### src/rtl/ddr_init_pkg.sv
package ddr_init_pkg;

  typedef enum logic [2:0] {
    OP_MRS,
    OP_PRE,
    OP_REF,
    OP_RUN,
    OP_BAD
  } op_e;

  // strobe order {cs_n, ras_n, cas_n, we_n}
  localparam logic [3:0] CTL_NOP = 4'b0111;
  localparam logic [3:0] CTL_MRS = 4'b0000;
  localparam logic [3:0] CTL_PRE = 4'b0010;
  localparam logic [3:0] CTL_REF = 4'b0001;

  localparam logic [3:0] CODE_MRS_CL2  = 4'b0000;
  localparam logic [3:0] CODE_MRS_CL25 = 4'b0001;
  localparam logic [3:0] CODE_PRE      = 4'b0100;
  localparam logic [3:0] CODE_REF      = 4'b0111;
  localparam logic [3:0] CODE_RUN      = 4'b1111;

  localparam logic [2:0] BURST4_FIELD = 3'b010;
  localparam logic [2:0] LAT2_FIELD   = 3'b010;
  localparam logic [2:0] LAT25_FIELD  = 3'b110;

  function automatic op_e op_of(input logic [3:0] code);
    case (code)
      CODE_MRS_CL2, CODE_MRS_CL25: op_of = OP_MRS;
      CODE_PRE:                    op_of = OP_PRE;
      CODE_REF:                    op_of = OP_REF;
      CODE_RUN:                    op_of = OP_RUN;
      default:                     op_of = OP_BAD;
    endcase
  endfunction

endpackage

### src/rtl/ddr_cmd_decode.sv
module ddr_cmd_decode
  import ddr_init_pkg::*;
#(
  parameter int ADDR_W = 13,
  parameter int BA_W   = 2,
  parameter int CNT_W  = 5,
  parameter int T_MRD  = 4,
  parameter int T_RP   = 4,
  parameter int T_RFC  = 16
) (
  input  logic [3:0]        code,
  output op_e               op,
  output logic [3:0]        ctl,
  output logic [BA_W-1:0]   ba,
  output logic [ADDR_W-1:0] addr,
  output logic [CNT_W-1:0]  wait_len
);

  localparam logic [CNT_W-1:0] WAIT_MRD = CNT_W'(T_MRD - 1);
  localparam logic [CNT_W-1:0] WAIT_RP  = CNT_W'(T_RP - 1);
  localparam logic [CNT_W-1:0] WAIT_RFC = CNT_W'(T_RFC - 1);

  always_comb begin
    op       = op_of(code);
    ctl      = CTL_NOP;
    ba       = '0;
    addr     = '0;
    wait_len = '0;
    case (op)
      OP_MRS: begin
        ctl       = CTL_MRS;
        addr[2:0] = BURST4_FIELD;
        addr[3]   = 1'b0;
        addr[6:4] = code[0] ? LAT25_FIELD : LAT2_FIELD;
        wait_len  = WAIT_MRD;
      end
      OP_PRE: begin
        ctl      = CTL_PRE;
        addr[10] = 1'b1;
        wait_len = WAIT_RP;
      end
      OP_REF: begin
        ctl      = CTL_REF;
        wait_len = WAIT_RFC;
      end
      default: ;
    endcase
  end

endmodule

### src/rtl/ddr_gap_timer.sv
module ddr_gap_timer #(
  parameter int CNT_W = 5
) (
  input  logic             clk,
  input  logic             rst,
  input  logic             load,
  input  logic [CNT_W-1:0] len,
  output logic             expired
);

  logic [CNT_W-1:0] remain_q;

  always_ff @(posedge clk) begin
    if (rst)
      remain_q <= '0;
    else if (load)
      remain_q <= len;
    else if (remain_q != '0)
      remain_q <= remain_q - 1'b1;
  end

  assign expired = (remain_q == '0);

endmodule

### src/rtl/ddr_init_seq.sv
module ddr_init_seq
  import ddr_init_pkg::*;
#(
  parameter int ADDR_W = 13,
  parameter int BA_W   = 2,
  parameter int T_MRD  = 4,
  parameter int T_RP   = 4,
  parameter int T_RFC  = 16
) (
  input  logic              clk,
  input  logic              rst,
  input  logic              cmd_valid,
  input  logic [3:0]        cmd_code,
  output logic              cmd_ready,
  output logic              mem_cs_n,
  output logic              mem_ras_n,
  output logic              mem_cas_n,
  output logic              mem_we_n,
  output logic [BA_W-1:0]   mem_ba,
  output logic [ADDR_W-1:0] mem_addr,
  output logic              normal_mode,
  output logic              bad_cmd
);

  localparam int T_MAX1 = (T_MRD > T_RP) ? T_MRD : T_RP;
  localparam int T_MAX  = (T_MAX1 > T_RFC) ? T_MAX1 : T_RFC;
  localparam int CNT_W  = $clog2(T_MAX) + 1;

  op_e               dec_op;
  logic [3:0]        dec_ctl;
  logic [BA_W-1:0]   dec_ba;
  logic [ADDR_W-1:0] dec_addr;
  logic [CNT_W-1:0]  dec_wait;
  logic              gap_done;
  logic              accept;

  logic [3:0]        ctl_q;
  logic [BA_W-1:0]   ba_q;
  logic [ADDR_W-1:0] addr_q;
  logic              run_q;
  logic              bad_q;

  ddr_cmd_decode #(
    .ADDR_W(ADDR_W), .BA_W(BA_W), .CNT_W(CNT_W),
    .T_MRD(T_MRD), .T_RP(T_RP), .T_RFC(T_RFC)
  ) decode_i (
    .code     (cmd_code),
    .op       (dec_op),
    .ctl      (dec_ctl),
    .ba       (dec_ba),
    .addr     (dec_addr),
    .wait_len (dec_wait)
  );

  assign accept = cmd_valid && gap_done;

  ddr_gap_timer #(.CNT_W(CNT_W)) timer_i (
    .clk     (clk),
    .rst     (rst),
    .load    (accept),
    .len     (dec_wait),
    .expired (gap_done)
  );

  always_ff @(posedge clk) begin
    if (rst) begin
      ctl_q  <= CTL_NOP;
      ba_q   <= '0;
      addr_q <= '0;
      run_q  <= 1'b0;
      bad_q  <= 1'b0;
    end else begin
      bad_q <= accept && (dec_op == OP_BAD);
      if (accept && (dec_op == OP_RUN))
        run_q <= 1'b1;
      if (accept) begin
        ctl_q  <= dec_ctl;
        ba_q   <= dec_ba;
        addr_q <= dec_addr;
      end else begin
        ctl_q  <= CTL_NOP;
        ba_q   <= '0;
        addr_q <= '0;
      end
    end
  end

  assign cmd_ready   = gap_done;
  assign mem_cs_n    = ctl_q[3];
  assign mem_ras_n   = ctl_q[2];
  assign mem_cas_n   = ctl_q[1];
  assign mem_we_n    = ctl_q[0];
  assign mem_ba      = ba_q;
  assign mem_addr    = addr_q;
  assign normal_mode = run_q;
  assign bad_cmd     = bad_q;

endmodule

### config.mk
export PLATFORM = sky130hd
export DESIGN_NAME = ddr_init_seq
export DESIGN_NICKNAME = d
export VERILOG_FILES = /design/src/rtl/ddr_init_pkg.sv /design/src/rtl/ddr_cmd_decode.sv /design/src/rtl/ddr_gap_timer.sv /design/src/rtl/ddr_init_seq.sv
export SDC_FILE = /design/constraint.sdc
export NUM_CORES = 1
export LEC_CHECK = 0
export BUFFER_PORTS_ARGS = -buffer_cell sky130_fd_sc_hd__buf_4
export CAP_MARGIN = 5
export CELL_PAD_IN_SITES_DETAIL_PLACEMENT = 1
export CELL_PAD_IN_SITES_GLOBAL_PLACEMENT = 2
export CORE_MARGIN = 3
export CORE_UTILIZATION = 28
export CTS_CLUSTER_DIAMETER = 150
export DETAILED_ROUTE_END_ITERATION = 8
export HOLD_SLACK_MARGIN = 0.02
export PLACE_DENSITY = 0.84
export SLEW_MARGIN = 30
export SYNTH_ARGS = -nofsm -noshare
export SYNTH_HDL_FRONTEND = slang
export SYNTH_SLANG_ARGS = --single-unit
### constraint.sdc
create_clock -name clk -period 5.25 [get_ports clk]
set_input_delay 1.575 -clock clk [delete_from_list [all_inputs] [get_ports clk]]
set_output_delay 1.575 -clock clk [all_outputs]
set_load 0.01 [all_outputs]
# Yosys cells after proc, flatten, opt, wreduce, memory -nomap -nowiden
# Cells that the tools add are included.
totals:
  elab_cells: 38
  mem_bits_rw: 0
  output_inout_bits: 22
  latch_bits: 0
  memories: 0
  in_bits: 7
  rom_bits: 0
  register_bits: 24
op_classes:
  multipliers: 0
  n_eq_ne: 8
  order_cmp: 0
  n_shift: 0
  reduce_logical: 12
  muxes: 8
  addsub: 1
  div_mod_pow: 0
  bitwise_logic: 2
ops:
  columns: ["cell", "count"]
  rows:
  - ["$pmux 3 s4", 1]
  - ["$mux 5", 2]
  - ["$pmux 3 s3", 1]
  - ["$eq 4x3->1 const B", 2]
  - ["$pmux 4 s2", 1]
  - ["$eq 3x2->1 const B", 2]
  - ["$reduce_or 2->1", 3]
  - ["$logic_not 5->1", 1]
  - ["$reduce_bool 5->1", 1]
  - ["$sub 5x1->5 const B", 1]
  - ["$eq 4x1->1 const B", 1]
  - ["$eq 4x4->1 const B", 1]
  - ["$logic_not 4->1", 1]
  - ["$eq 3x1->1 const B", 1]
  - ["$eq 3x3->1 const B", 1]
  - ["$logic_and 1x1->1", 3]
  - ["$logic_not 3->1", 1]
  - ["$mux 3", 1]
  - ["$reduce_or 3->1", 1]
  - ["$mux 2", 1]
  - ["$not 1->1", 2]
  - ["$reduce_bool 2->1", 1]
  - ["$mux 1", 1]

# Logic depth before layout (Yosys ltp)
# Gate-level depths: netlist (run 1).
logic_depth:
  ltp_word: 7
  depth_mapped: 7
  depth_no_buf: 6

# Hierarchy
# From an unflattened synthesis (run 1), not the netlist that was laid out.
unflattened:
  cells_unflattened: 111
  hier_area_um2: 1123.6
by_module_without_submodules:
  columns: ["module", "n_inst", "seq_area_each_um2", "cells_each", "area_per_inst_um2"]
  rows:
  - ["ddr_init_seq", 1, 420.4, 49, 613.1]
  - ["ddr_gap_timer", 1, 100.1, 32, 287.8]
  - ["ddr_cmd_decode", 1, 0.0, 30, 222.7]

# Least setup slack after synthesis (run 1)
# Ideal clock, no wire load.
synth_path:
  path_kind: "reg-to-output"
  startpoint: "register timer_i.remain_q[0]"
  endpoint: "output cmd_ready"
  stages_incl_launch_ff: 6
  path_buffers: 1
  t_arrival_ns: 1.213
  required_time_ns: 3.675
  setup_slack_ns: 2.462
  path_cell_list: "dfxtp_1 inv_1 ha_1 or4b_4 buf_6 clkinv_4"
synth_via:
  elab_chain_len: 1
synth_rtl:
  columns: ["item", "line", "source"]
  rows:
  - ["from (decl)", "ddr_gap_timer.sv:11", "logic [CNT_W-1:0] remain_q;"]
  - ["from (signal assigned)", "ddr_gap_timer.sv:17", "remain_q <= len;"]
  - ["from (signal assigned)", "ddr_gap_timer.sv:19", "remain_q <= remain_q - 1'b1;"]
  - ["$logic_not 5->1", "ddr_gap_timer.sv:22", "assign expired = (remain_q == '0);"]
  - ["to (decl)", "ddr_init_seq.sv:14", "output logic cmd_ready,"]
# Every way passes these cells.

# Final worst setup path (run 1)
# Ends and elaborated chain as after synthesis.

==> flow_summary_export.csv, run 1 <==
group,metric,value,unit
placed_design,gp_congestion,0.7298,
timing,fin_crit_sh,0.6199,
grt,grt_overflow,0,
setup_path,crit_fanout,11,
grt,grt_use_total,0.09576,
floorplanning,floorplan.initialDensity,0.3077,
logic_synthesis,synth_area_per_cell,9.957,um^2
logic_synthesis,synthDistinctLibCells,30,
logic_synthesis,yosysTopAreaCell,"dfxtp_1",
finish,num_antenna_cells,0,
clock_tree,cts.reportedPaths.clkPinSlew,100,ps
logic_synthesis,async_flop_share,0,
setup_path,worstPathCellList,"inv_1 -> ha_1 -> or4b_4 -> clkinv_4 -> buf_4",
finish,final_nets,98,
floorplanning,row_count,17,
setup_path,slowest_delay,580,ps
power,ir_drop,0.1982,mV
placed_design,placed_cell_area,798.3,um^2
drt,wirelength,1.483,mm
power,cellInternalPower,0.0002421,W
grt,grt_start_max_net_pins,12,
drt,num_vias,532,
min_path,min_path_type,"reg -> reg",
power,pwr-share-clk,0.205,
placed_design,io_buffers,16,
finish,multi_input_area,335.3,um^2
setup_path,critical_path_class,"reg -> out",
floorplanning,fp.dieH,56.25,um
power,power-per-cell-area,456.4,nW/um^2
clock_tree,cts_sinks,14,
setup_path,critical_path.startpoint_type,"flop",
finish,syn_to_final_growth,18.05,%
logic_synthesis,netlist_area,706.9,um^2
logic_synthesis,synth_top_area_frac,0.3965,
timing,setup_viol,0,
timing,timing.hold.ws,486.0,ps
finish,fin_area,834.6,um^2
logic_synthesis,ys_seq_elements,14,
logic_synthesis,synth_edf_count,0,
logic_synthesis,yosysSeqAreaShare,0.3965,
logic_synthesis,synthTopCellsByArea,"dfxtp_1 40%, buf_4 13%, nor4b_2 4.2%, ha_1 3.5%, o211ai_1 3.2%",
power,seqPwrFrac,0.374,
logic_synthesis,yosys_warnings,0,
finish,nFillCells,274,
drt,drtIter0Drc,4,
timing,hold_violations,0,
timing,tns,0,ps
setup_path,worstPathRequired,3680,ps
power,p_switching,0.0001387,W
clock_tree,clk_latency,280,ps
grt,grt_pass1_wl,2.339,mm
grt,antenna_found_initial,0,
drt,drt_pass1_iterations,2,
logic_synthesis,synth_ff_type,"dfxtp_1",
floorplanning,io-pin-count,29,
placed_design,hpwl,1.175,mm
finish,drive_above_1_share,0.3182,
drt,ant_nets,0,
run,cap_violations,0,
floorplanning,dieArea,3164,um^2
clock_tree,cts_resized,0,
floorplanning,core,2297,um^2
timing,rsz0062_at_grt,"false",
clock_tree,ctsLongestPathBuffers,2,
clock_tree,cts_buffers,3,
clock_tree,cts_hold_buffers,0,
grt,grt_pass1_vias,517,
setup_path,end_kind,"output port",
clock_tree,cts_tree,"yes",
clock_tree,root_buffer,"clkbuf_4",
timing,finalClockSkew,12.47,ps
finish,regArea,280.3,um^2
logic_synthesis,syn_inst,71,
floorplanning,die_x,56.25,um
power,p_leak,0.3702,nW
timing,max_freq,0.3073,GHz
power,sw_frac_of_total,0.3643,
clock_tree,cts_setup_buffers,0,
drt,drc_errors,0,
drt,avgViaCountPerCell,4.586,
drt,wl_per_cell,12.78,um
timing,maxSlewViolCount,0,
setup_path,arrival,1680,ps
status,outcome,"completed",
setup_path,crit_path_top_delay_cell,"or4b_4",
timing,fin_crit,3255,ps
power,combPwrFrac,0.420,
clock_tree,htreeDepth,1,
[cell families (layout without fill, tap and decap cells)]
kind of cell	Yosys count	after routing	share of synthesized area
muxes	1	1	0.01416
xor gates and xnor gates	2	2	0.02478
and+or+nand+nor	18	18	0.1894
other	1	12	0.005305
adders and majority gates	2	2	0.03539
buffers and inverters	20	26	0.1876
DFF	14	14	0.3965
AOI/OAI and AO/OA	13	13	0.1469
[per-layer routing]
layer  track usage  wire, um
met2        0.1603       729
met5             0         0
met3       0.03944        92
met1        0.1058       645
met4       0.04068        16
[path summary, 6_finish.rpt]
path,startpoint,to,slack (ps),depth (start not counted)
worst max-delay path,timer_i.remain_q[0],cmd_ready,2000,5
worst max register to register,timer_i.remain_q[0],mem_addr[6],3490,5
worst min register to register,normal_mode,normal_mode,490,1
worst min-delay path,normal_mode,normal_mode,490,1
[cells in the mapped netlist, types with 2 or more instances]
cell type and instances:
a31oi_1 2, nor2_1 4, nor4b_2 2, xnor2_1 2, ha_1 2, buf_4 12
nand2_1 2, nand3_1 2, dfxtp_1 14, inv_1 5, a21oi_1 2, a211oi_1 2
o211ai_1 3
[power groups by stage]
stage	clock network [W]	registers, W	logic, W
2_1_floorplan	0	0.000142	0.000141
3_3_place_gp	0	0.000144	0.000160
3_5_place_dp	0	0.000144	0.000162
4_1_cts	0.0000835	0.000142	0.000162
5_1_grt	0.0000859	0.000145	0.000180
6_report	0.0000781	0.000143	0.000160
[cell type report]
class,instances,share of cell area
clock buffer,4,0.04348
multi-input combinational,48,0.4018
inverter,6,0.03298
sequential,14,0.3358
timing repair buffer,16,0.1439
tap,28,0.04198
[metrics by stage]
step	cells	utilization	setup slack, ps	total power, W
CTS	116	0.3633	1971	0.0003883
floorplan	82	-	2462	0.0002835
detailed placement	112	0.3475	2311	0.0003066
finish	116	0.3633	1996	0.0003809
global placement	112	0.3475	2348	0.0003033
global route	116	0.3633	1900	0.0004107
[state kept, by name, summed over array words and instances, names as in the netlist]
name / cells
ctl_q: 3
bad_cmd: 1
timer_i.remain_q: 5
normal_mode: 1
mem_addr: 4
[layout by cell type, fill, tap and decap left out, types with 3 or more instances in the layout]
cell	count
buf_4	16
conb_1	12
inv_1	5
clkbuf_4	3
nor2_1	4
dfxtp_1	14
o211ai_1	3
[worst max-delay path: cells and delay by family, from the launching register on]
kind	cells	cell delay, ps
adders and majority gates	1	180
buffers and inverters	3	290
DFF	1	340
and+or+nand+nor	1	580
(Power assumes the default switching activity.)
==> run 2: changes to the inputs <==
--- a/config.mk
+++ b/config.mk
@@ -5,16 +5,17 @@
 export SDC_FILE = /design/constraint.sdc
 export NUM_CORES = 1
 export LEC_CHECK = 0
+export ABC_AREA = 1
 export BUFFER_PORTS_ARGS = -buffer_cell sky130_fd_sc_hd__buf_4
 export CAP_MARGIN = 5
 export CELL_PAD_IN_SITES_DETAIL_PLACEMENT = 1
 export CELL_PAD_IN_SITES_GLOBAL_PLACEMENT = 2
 export CORE_MARGIN = 3
-export CORE_UTILIZATION = 28
+export CORE_UTILIZATION = 25
 export CTS_CLUSTER_DIAMETER = 150
 export DETAILED_ROUTE_END_ITERATION = 8
 export HOLD_SLACK_MARGIN = 0.02
-export PLACE_DENSITY = 0.84
+export PLACE_DENSITY = 0.81
 export SLEW_MARGIN = 30
 export SYNTH_ARGS = -nofsm -noshare
 export SYNTH_HDL_FRONTEND = slang
==> constraint.sdc (replaced) <==
create_clock -name clk -period 3.12 [get_ports clk]
set_input_delay 0.936 -clock clk [delete_from_list [all_inputs] [get_ports clk]]
set_output_delay 0.936 -clock clk [all_outputs]
set_load 0.01 [all_outputs]
==> flow_summary_export.csv, run 2 <==
group,metric,value,unit
status,outcome,"completed",
clock_tree,cts_sinks,14,
setup_path,ff2ff_setup_slack,1750,ps
clock_tree,cts_setup_buffers,0,
clock_tree,cts_buffers,3,
grt,grt_pass1_vias,643,
grt,grt_overflow,0,
logic_synthesis,netlist_area,738.2,um^2
setup_path,critical_path.startpoint_type,"flop",
timing,max_freq,0.4349,GHz
power,ir_drop,0.3599,mV
timing,finalClockSkew,8.470,ps
floorplanning,floorplan.initialDensity,0.2654,
clock_tree,cts.reportedPaths.clkPinSlew,90,ps
power,p_switching,0.0003010,W
setup_path,worstPathCellList,"inv_1 -> ha_1 -> nand2_1 -> nor2_8 -> buf_4",
placed_design,io_buffers,16,
logic_synthesis,synth_ff_type,"dfxtp_1",
clock_tree,htreeDepth,1,
clock_tree,root_buffer,"clkbuf_4",
logic_synthesis,synthDistinctLibCells,21,
timing,setup_viol,0,
power,cellInternalPower,0.0004120,W
min_path,min_from,"normal_mode",
setup_path,critical_path_class,"reg -> out",
placed_design,gp_congestion,0.7339,
power,p_leak,0.4318,nW
logic_synthesis,synthAdderAreaFrac,0.03390,
min_path,min_to,"normal_mode",
grt,grt_start_max_net_pins,9,
setup_path,worstReg2RegEnd,"ctl_q[0]",
clock_tree,ctsLongestPathBuffers,2,
logic_synthesis,synth_edf_count,0,
logic_synthesis,syn_inst,93,
power,combPwrFrac,0.476,
setup_path,crit_family,"flip-flops",
logic_synthesis,yosysTopAreaCell,"dfxtp_1",
logic_synthesis,ys_seq_elements,14,
floorplanning,io-pin-count,29,
drt,wirelength,1.539,mm
floorplanning,die_x,60.34,um
logic_synthesis,async_flop_share,0,
logic_synthesis,synth-compound-area-share,0.06441,
placed_design,place_ws,1125,ps
logic_synthesis,synthMuxAreaShare,0,
floorplanning,dieArea,3641,um^2
setup_path,r2r_start,"timer_i.remain_q[0]",
power,pwr-share-clk,0.186,
floorplanning,fp.dieH,60.34,um
logic_synthesis,synth_top_family_by_area,"simple AND/OR/NAND/NOR gates",
grt,grt_use_total,0.1010,
finish,regMostFlops,"timer_i.remain_q",
timing,fin_crit_sh,0.7369,
finish,final_nets,122,
setup_path,crit_path_top_delay_cell,"dfxtp_1",
logic_synthesis,yosys-top-cells-count,"17 x nand2_1, 14 x dfxtp_1, 12 x buf_4",
clock_tree,cts_resized,0,
finish,most-common-layout-cells,"17 x nand2_1, 16 x buf_4, 14 x dfxtp_1, 12 x conb_1",
min_path,hold_depth,2,
timing,rsz0062_at_grt,"false",
logic_synthesis,yosysSeqAreaShare,0.3797,
logic_synthesis,synth_area_per_cell,7.938,um^2
finish,largest_register_ffs,5,
setup_path,arrival,1360,ps
logic_synthesis,yosysMostFrequentCell,"nand2_1",
setup_path,rr_worst_depth,7,
logic_synthesis,synthTopCellsByArea,"dfxtp_1 38%, buf_4 12%, nand2_1 8.6%, nand3_1 5.4%, inv_1 5.1%",
power,sw_frac_of_total,0.4222,
drt,num_vias,614,
run,cap_violations,0,
floorplanning,core,2781,um^2
drt,ant_nets,0,
setup_path,end_kind,"output port",
min_path,min_path_type,"reg -> reg",
finish,final_common_cell,"nand2_1",
timing,hold_violations,0,
grt,antenna_found_initial,0,
floorplanning,row_count,19,
setup_path,worstPathRequired,2180,ps
logic_synthesis,synth_top_area_frac,0.3797,
finish,num_antenna_cells,0,
power,seqPwrFrac,0.339,
finish,syn_to_final_growth,19.83,%
clock_tree,clk_latency,280,ps
power,power-per-cell-area,806.0,nW/um^2
setup_path,path_buf_inv,2,
clock_tree,cts_hold_buffers,0,
drt,wl_per_cell,10.76,um
setup_path,crit_fanout,5,
logic_synthesis,synth_xor_area_frac,0.01186,
drt,drt_pass1_iterations,2,
drt,drc_errors,0,
logic_synthesis,yosys.area_share.simple,0.3203,
finish,drive_above_1_share,0.2768,
logic_synthesis,yosys_warnings,0,
drt,avgViaCountPerCell,4.294,
grt,grt_pass1_wl,2.704,mm
setup_path,slowest_delay,320,ps
placed_design,hpwl,1.305,mm
timing,maxSlewViolCount,0,
timing,fin_ws,820.9,ps
clock_tree,cts_tree,"yes",
timing,fin_crit,2299,ps
timing,tns,0,ps
drt,drtIter0Drc,4,
run 2: cell count changes after synthesis, sizes merged, moves of 3 or more:
cell    delta
inv        +6
nand2     +15
nor2       +7
o211ai     -3
o21ai      +5
nand3     +10
run 2: metrics by stage:
stage | total power, W | hold slack, ps | utilization | area, um^2 | cells
5_1_grt | 0.0007897 | 510.9 | 0.3180 | 884.6 | 143
2_1_floorplan | 0.0005105 | 454.6 | - | 779.5 | 104
6_report | 0.0007130 | 478.9 | 0.3180 | 884.6 | 143
3_3_place_gp | 0.0005727 | 449.4 | 0.3050 | 848.3 | 139
4_1_cts | 0.0007252 | 489.7 | 0.3180 | 884.6 | 143
3_5_place_dp | 0.0005899 | 467.0 | 0.3050 | 848.3 | 139
run 2: metal layers:
layer	global-route usage	wire length [um]	up-vias
met2	0.1790	827	16
met5	0	0	-
li1	-	-	306
met1	0.1125	627	292
met4	0.02848	0	0
met3	0.03830	84	0
run 2: final cells by class:
cell class	count	area, um^2
repair buffers	16	120.1
well taps	31	38.79
fillers	355	1897
flip-flops and latches	14	280.3
clock buffers	4	36.28
multi-input cells	66	362.8
inverters	12	46.29
run 2: worst min-delay path, cell delays in order, from the launching register on:
cell and delay [ps]:
dfxtp_1 340, nand2_1 60, o21ai_2 50
run 2: worst max-delay path by stage:
stage / depth (start not counted) / start / to / slack (ps)
after CTS: 5 / timer_i.remain_q[0] / cmd_ready / 800
after detailed placement: 5 / timer_i.remain_q[0] / cmd_ready / 1130
after floorplan: 4 / timer_i.remain_q[0] / cmd_ready / 1320
after global placement: 5 / timer_i.remain_q[0] / cmd_ready / 1170
after global routing: 5 / timer_i.remain_q[0] / cmd_ready / 700
final: 5 / timer_i.remain_q[0] / cmd_ready / 820
run 2: cell families (layout without fill, tap and decap cells):
logic type | count (synthesis) | in the layout
buffers and inverters | 24 | 32
DFF | 14 | 14
and+or+nand+nor | 43 | 43
adders and majority gates | 2 | 2
AOI/OAI and AO/OA | 8 | 8
other | 1 | 12
xor gates and xnor gates | 1 | 1
run 2: power by group through the flow:
| stage | Sequential [W] | Clock (W) | Combinational, W |
|---|---|---|---|
| after CTS | 0.000242 | 0.000137 | 0.000346 |
| after detailed placement | 0.000246 | 0 | 0.000344 |
| final | 0.000242 | 0.000132 | 0.000339 |
| after floorplan | 0.000243 | 0 | 0.000267 |
| after global placement | 0.000244 | 0 | 0.000328 |
| after global routing | 0.000247 | 0.000147 | 0.000396 |
